### src/rtl/brg_pkg.sv
package brg_pkg;
  localparam int unsigned DATA_W  = 8;
  localparam int unsigned BR_W    = 13;
  localparam int unsigned OSR_W   = 5;
  localparam int unsigned BR_RST  = 4;

  typedef enum logic {
    SEL_LOW  = 1'b0,
    SEL_HIGH = 1'b1
  } brg_sel_e;
endpackage

### src/rtl/brg_divisor_regs.sv
module brg_divisor_regs
  import brg_pkg::*;
#(
  parameter int unsigned DW     = DATA_W,
  parameter int unsigned BW     = BR_W,
  parameter int unsigned RST_BR = BR_RST
) (
  input  logic          clk,
  input  logic          rst_n,
  input  logic          wr_en,
  input  logic          sel,
  input  logic [DW-1:0] wr_data,
  input  logic          lock,
  output logic [DW-1:0] rd_data,
  output logic [BW-1:0] br
);
  localparam int unsigned HI_W  = BW - DW;
  localparam int unsigned PAD_W = DW - HI_W;

  logic [BW-1:0] br_nxt;
  logic          wr_ok;

  assign wr_ok = wr_en && !lock;

  always_comb begin
    br_nxt = br;
    if (wr_ok) begin
      if (sel == SEL_HIGH) br_nxt[BW-1:DW] = wr_data[HI_W-1:0];
      else                 br_nxt[DW-1:0]  = wr_data;
    end
  end

  always_ff @(posedge clk or negedge rst_n) begin
    if (!rst_n)     br <= BW'(RST_BR);
    else if (wr_ok) br <= br_nxt;
  end

  assign rd_data = (sel == SEL_HIGH) ? {{PAD_W{1'b0}}, br[BW-1:DW]} : br[DW-1:0];

  // locked writes leave the divisor untouched
  assert_write_locked_R4: assert property (@(posedge clk) disable iff (!rst_n)
    (wr_en && lock) |=> $stable(br));

  // an accepted low-byte write lands in divisor bits 7..0
  assert_low_write_R1: assert property (@(posedge clk) disable iff (!rst_n)
    (wr_en && !lock && sel == SEL_LOW) |=> (br[DW-1:0] == $past(wr_data)));
endmodule

### src/rtl/brg_prescaler.sv
module brg_prescaler #(
  parameter int unsigned BW = brg_pkg::BR_W
) (
  input  logic          clk,
  input  logic          rst_n,
  input  logic          run,
  input  logic [BW-1:0] br,
  output logic          ovs_evt,
  output logic          ovs_tick
);
  logic [BW-1:0] pcnt, pcnt_nxt;
  logic [BW-1:0] br_m1;

  assign br_m1   = br - BW'(1);
  assign ovs_evt = run && (pcnt >= br_m1);

  always_comb begin
    if (!run)         pcnt_nxt = '0;
    else if (ovs_evt) pcnt_nxt = '0;
    else              pcnt_nxt = pcnt + BW'(1);
  end

  always_ff @(posedge clk or negedge rst_n) begin
    if (!rst_n) begin
      pcnt     <= '0;
      ovs_tick <= 1'b0;
    end else begin
      pcnt     <= pcnt_nxt;
      ovs_tick <= ovs_evt;
    end
  end

  // zero divisor never yields a tick
  assert_zero_div_R7: assert property (@(posedge clk) disable iff (!rst_n)
    (br == '0) |=> !ovs_tick);

  // the tick is a single-clock pulse unless the divisor is 1
  assert_ovs_pulse_R5: assert property (@(posedge clk) disable iff (!rst_n)
    (ovs_tick && br != BW'(1)) |=> !ovs_tick);
endmodule

### src/rtl/brg_bit_counter.sv
module brg_bit_counter #(
  parameter int unsigned OW = brg_pkg::OSR_W
) (
  input  logic          clk,
  input  logic          rst_n,
  input  logic          run,
  input  logic          ovs_evt,
  input  logic [OW-1:0] osr,
  output logic          bit_tick
);
  logic [OW-1:0] ocnt, ocnt_nxt;
  logic          bit_evt;

  assign bit_evt = ovs_evt && (ocnt >= osr);

  always_comb begin
    ocnt_nxt = ocnt;
    if (!run)         ocnt_nxt = '0;
    else if (bit_evt) ocnt_nxt = '0;
    else if (ovs_evt) ocnt_nxt = ocnt + OW'(1);
  end

  always_ff @(posedge clk or negedge rst_n) begin
    if (!rst_n) begin
      ocnt     <= '0;
      bit_tick <= 1'b0;
    end else begin
      ocnt     <= ocnt_nxt;
      bit_tick <= bit_evt;
    end
  end

  // stopped generator holds the oversample count at its start
  assert_reload_R8: assert property (@(posedge clk) disable iff (!rst_n)
    !run |=> (ocnt == '0));
endmodule

### src/rtl/baud_tick_gen.sv
module baud_tick_gen
  import brg_pkg::*;
#(
  parameter int unsigned DW = DATA_W,
  parameter int unsigned BW = BR_W,
  parameter int unsigned OW = OSR_W
) (
  input  logic          clk,
  input  logic          rst_n,
  input  logic          reg_we,
  input  logic          reg_sel,
  input  logic [DW-1:0] reg_wdata,
  output logic [DW-1:0] reg_rdata,
  input  logic          tx_en,
  input  logic          rx_en,
  input  logic [OW-1:0] osr,
  output logic          ovs_tick,
  output logic          bit_tick
);
  logic [1:0]    rst_pipe;
  logic          rst_sync_n;
  logic          en_any;
  logic          armed, armed_nxt;
  logic          run;
  logic          ovs_evt;
  logic [BW-1:0] br;

  // asynchronous assertion, synchronous release
  always_ff @(posedge clk or negedge rst_n) begin
    if (!rst_n) rst_pipe <= 2'b00;
    else        rst_pipe <= {rst_pipe[0], 1'b1};
  end
  assign rst_sync_n = rst_pipe[1];

  assign en_any    = tx_en || rx_en;
  assign armed_nxt = armed || en_any;

  always_ff @(posedge clk or negedge rst_sync_n) begin
    if (!rst_sync_n) armed <= 1'b0;
    else if (en_any) armed <= armed_nxt;
  end

  assign run = armed && en_any && (br != '0);

  brg_divisor_regs #(.DW(DW), .BW(BW), .RST_BR(BR_RST)) u_regs (
    .clk     (clk),
    .rst_n   (rst_sync_n),
    .wr_en   (reg_we),
    .sel     (reg_sel),
    .wr_data (reg_wdata),
    .lock    (en_any),
    .rd_data (reg_rdata),
    .br      (br)
  );

  brg_prescaler #(.BW(BW)) u_pre (
    .clk      (clk),
    .rst_n    (rst_sync_n),
    .run      (run),
    .br       (br),
    .ovs_evt  (ovs_evt),
    .ovs_tick (ovs_tick)
  );

  brg_bit_counter #(.OW(OW)) u_bit (
    .clk      (clk),
    .rst_n    (rst_sync_n),
    .run      (run),
    .ovs_evt  (ovs_evt),
    .osr      (osr),
    .bit_tick (bit_tick)
  );

  // nothing ticks before the first enable
  assert_idle_after_reset_R3: assert property (@(posedge clk) disable iff (!rst_sync_n)
    !armed |-> (!ovs_tick && !bit_tick));

  // a bit tick always coincides with an oversample tick
  assert_bit_on_ovs_R6: assert property (@(posedge clk) disable iff (!rst_sync_n)
    bit_tick |-> ovs_tick);

  // with both enables low the next cycle is quiet
  assert_disabled_quiet_R8: assert property (@(posedge clk) disable iff (!rst_sync_n)
    !en_any |=> (!ovs_tick && !bit_tick));
endmodule

### config.mk
export PLATFORM = sky130hd
export DESIGN_NAME = baud_tick_gen
export DESIGN_NICKNAME = d
export VERILOG_FILES = /design/src/rtl/brg_pkg.sv /design/src/rtl/brg_divisor_regs.sv /design/src/rtl/brg_prescaler.sv /design/src/rtl/brg_bit_counter.sv /design/src/rtl/baud_tick_gen.sv
export SDC_FILE = /design/constraint.sdc
export NUM_CORES = 1
export LEC_CHECK = 0
export ABC_CLOCK_PERIOD_IN_PS = 1300
export BUFFER_PORTS_ARGS = -buffer_cell sky130_fd_sc_hd__buf_2
export CAP_MARGIN = 20
export CORE_MARGIN = 1
export CORE_UTILIZATION = 57
export DETAILED_ROUTE_END_ITERATION = 8
export GPL_ROUTABILITY_DRIVEN = 0
export HOLD_SLACK_MARGIN = 0.08
export MAX_ROUTING_LAYER = met4
export PLACE_DENSITY = 0.77
export SYNTH_ARGS = -nofsm -noshare
export SYNTH_HDL_FRONTEND = slang
export SYNTH_SLANG_ARGS = --single-unit
### constraint.sdc
create_clock -name clk -period 1.3 [get_ports clk]
set_input_delay 0.26 -clock clk [delete_from_list [all_inputs] [get_ports clk]]
set_output_delay 0.26 -clock clk [all_outputs]
set_load 0.02 [all_outputs]
==> out/metrics.cfg <==
[status]
status=complete, but fails checks
violations=negative setup slack

[clocking]
clk_latency_ns=0.30
cts_num_sinks=36
cts_buffer_depth=2
clockRootBuffer=clkbuf_8
path_clk_slew_ns=0.08
cts_buffers=5
h-tree-depth=2
cts_tree=done

[placed_design]
io_buffers=28
place_inst=338
hpwl_um=4050

[cells_and_area]
nets=343
syn_to_final_growth_pct=37.6
instances_no_fill=351
multi_input_area_um2=1390
layout-drive-gt1-share=0.442
diodes=0
final_util=0.833
final_common_cell=buf_4
mostFrequentLayoutCells=buf_4, dfrtp_1, ha_1
fillerInstances=207
regArea_um2=905

[synth]
synth_flop_cell=dfrtp_1
synth.area.top_cells=dfrtp_1, ha_1, mux2_2
syn_nets=262
synth_top_area_cell=dfrtp_1
synth_edf_count=0
yosysWarnings=0
yosysTopAreaCellShare=0.390
synth_cell_types=42
ys_async_sr_fraction=1.00
mappedNetlistArea_um2=2250
synth-seq-cells=36
yosysSeqAreaShare=0.401
syn_inst=221
avgSynthCellArea_um2=10.2

[worst_setup_path]
cp_data_required_time_ns=1.53
path_class=reg -> reg
startpoint_type=register
crit_arrival_ns=3.01
cp_max_fo=5
end_kind=register

[grt]
grt-ovfl-total=0
grt_antenna_before_repair=0
grt_pass1_wl_um=9160
grt_pass1_vias=2011
grt_max_degree=18
grt_use_total=0.304

[timing]
tightest_slew_ns=0.563
hold_viol=0
setup_ws_ns=-1.47
maxSlewHeadroom=0.621
fmax_mhz=361
fin_crit_sh=2.13
fin_skew_ns=0.00907
rsz0062_at_grt=true
setup_viol=28
final.min_clock_period_ns=2.77
drv_slew=0

[floorplanning]
die-area_um2=4200
io_pins=29
core-area_um2=3720
start_util=0.605
num_rows=22
dieWidth_um=64.8
die_h_um=64.8

[pwr]
p_per_area_nw_per_um2=1340
finalPower_w=0.00414
irDropWorstVdd_v=0.000957
leakagePower_nw=1.47

[detailed_routing]
drc=0
vias=2011
drt_iter0_drc=109
wirelength_um=6480
wl_per_cell_um=18.5
drtAntennaViolNets=0
vias_per_cell=5.73
first_pass_iters=4

[min_path]
min_path_type=in -> reg

[job]
maxCapViolCount=0

## stage by stage
step	setup TNS (ns)	setup slack [ns]	area, um^2	hold WS (ns)
floorplan	-23.84	-1.24	2270	-0.0356
finish	-30.13	-1.47	3090	0.193
detailed placement	-26.36	-1.35	2770	0.0464
global placement	-24.37	-1.23	2770	0.0459
global route	-32.18	-1.57	3090	0.194
CTS	-27.36	-1.35	3030	0.195
## state kept, by name, indices dropped and copies added (netlist names)
signal          count
armed               1
rst_pipe            2
u_bit.bit_tick      1
u_bit.ocnt          5
u_pre.ovs_tick      1
u_pre.pcnt         13
u_regs.br          13
## kinds of logic (layout without fill, tap and decap cells)
kind of cell / after synthesis / after routing / share of synthesized area
AND/OR/NAND/NOR: 81 / 81 / 0.215
flip-flops: 36 / 36 / 0.401
AO/OA/AOI/OAI: 32 / 32 / 0.0818
adder cells (fa/ha/maj): 22 / 22 / 0.122
XOR/XNOR: 21 / 21 / 0.0818
multiplexers: 14 / 14 / 0.0701
buffers and inverters: 14 / 96 / 0.0262
other: 1 / 1 / 0.00167
## metal layers
layer	part of all wire	track usage	wire [um]	vias to the layer above
met5	0	-	0	-
met4	0.041	0.128	268	0
met3	0.037	0.0581	240	23
met2	0.51	0.530	3310	69
met1	0.41	0.336	2660	982
li1	-	-	-	937
## worst max-delay path, cell delays in order (launching register included)
cell	delay (ns)
dfrtp_1	0.45
nor3_4	0.24
nand2_1	0.11
or3_4	0.37
nor4_4	0.15
xnor2_1	0.18
ha_1	0.28
nand4_1	0.12
inv_1	0.07
a21oi_2	0.13
o31a_1	0.21
buf_6	0.16
nand2_1	0.09
a21oi_2	0.15
## final cells by class
type | count | area share
tap | 48 | 0.0194
sequential | 36 | 0.292
timing repair buffer | 78 | 0.192
inverter | 10 | 0.0121
clock inverter | 3 | 0.0137
multi-input combinational | 171 | 0.448
clock buffer | 5 | 0.0222
## worst paths after layout
path	slack, ns	depth (start not counted)	end	from
worst max-delay path	-1.47	13	u_bit.ocnt[0]$_DFFE_PN0P_	u_regs.br[1]$_DFFE_PN0P_
worst min-delay path	0.19	2	u_regs.br[5]$_DFFE_PN0P_	reg_wdata[5]
worst max register to register	-1.47	13	u_bit.ocnt[0]$_DFFE_PN0P_	u_regs.br[1]$_DFFE_PN0P_
worst min register to register	0.22	1	u_bit.ocnt[1]$_DFFE_PN0P_	rst_pipe[1]$_DFF_PN0_
max in group asynchronous	0.81	1	u_regs.br[2]$_DFFE_PN1P_	rst_pipe[1]$_DFF_PN0_
min in group asynchronous	0.22	1	u_bit.ocnt[1]$_DFFE_PN0P_	rst_pipe[1]$_DFF_PN0_
## synth_stat cells (4+ instances only)
cell     number
nand2_1      20
inv_1        10
xor2_1       12
nor2b_1       4
nand3_1      12
nor2_1       18
xnor2_1       9
a21oi_1      12
o21ai_0       9
dfrtp_1      35
mux2_2       14
ha_1         22
## repair_timing
action,in CTS,in global routing
endpoints found under the setup margin,28,28
pin swaps,6,7
hold buffers,1,0
hold endpoints to repair,2,0
setup buffers,4,4
gates cloned,1,0
resized for setup,38,15
## power by group
part,leakage (nW),internal (W),switching [W]
sequential,0.456,0.00128,0.000163
clock,0.0541,0.000568,0.000448
combinational,0.955,0.000854,0.000825
(Power assumes the default switching activity.)
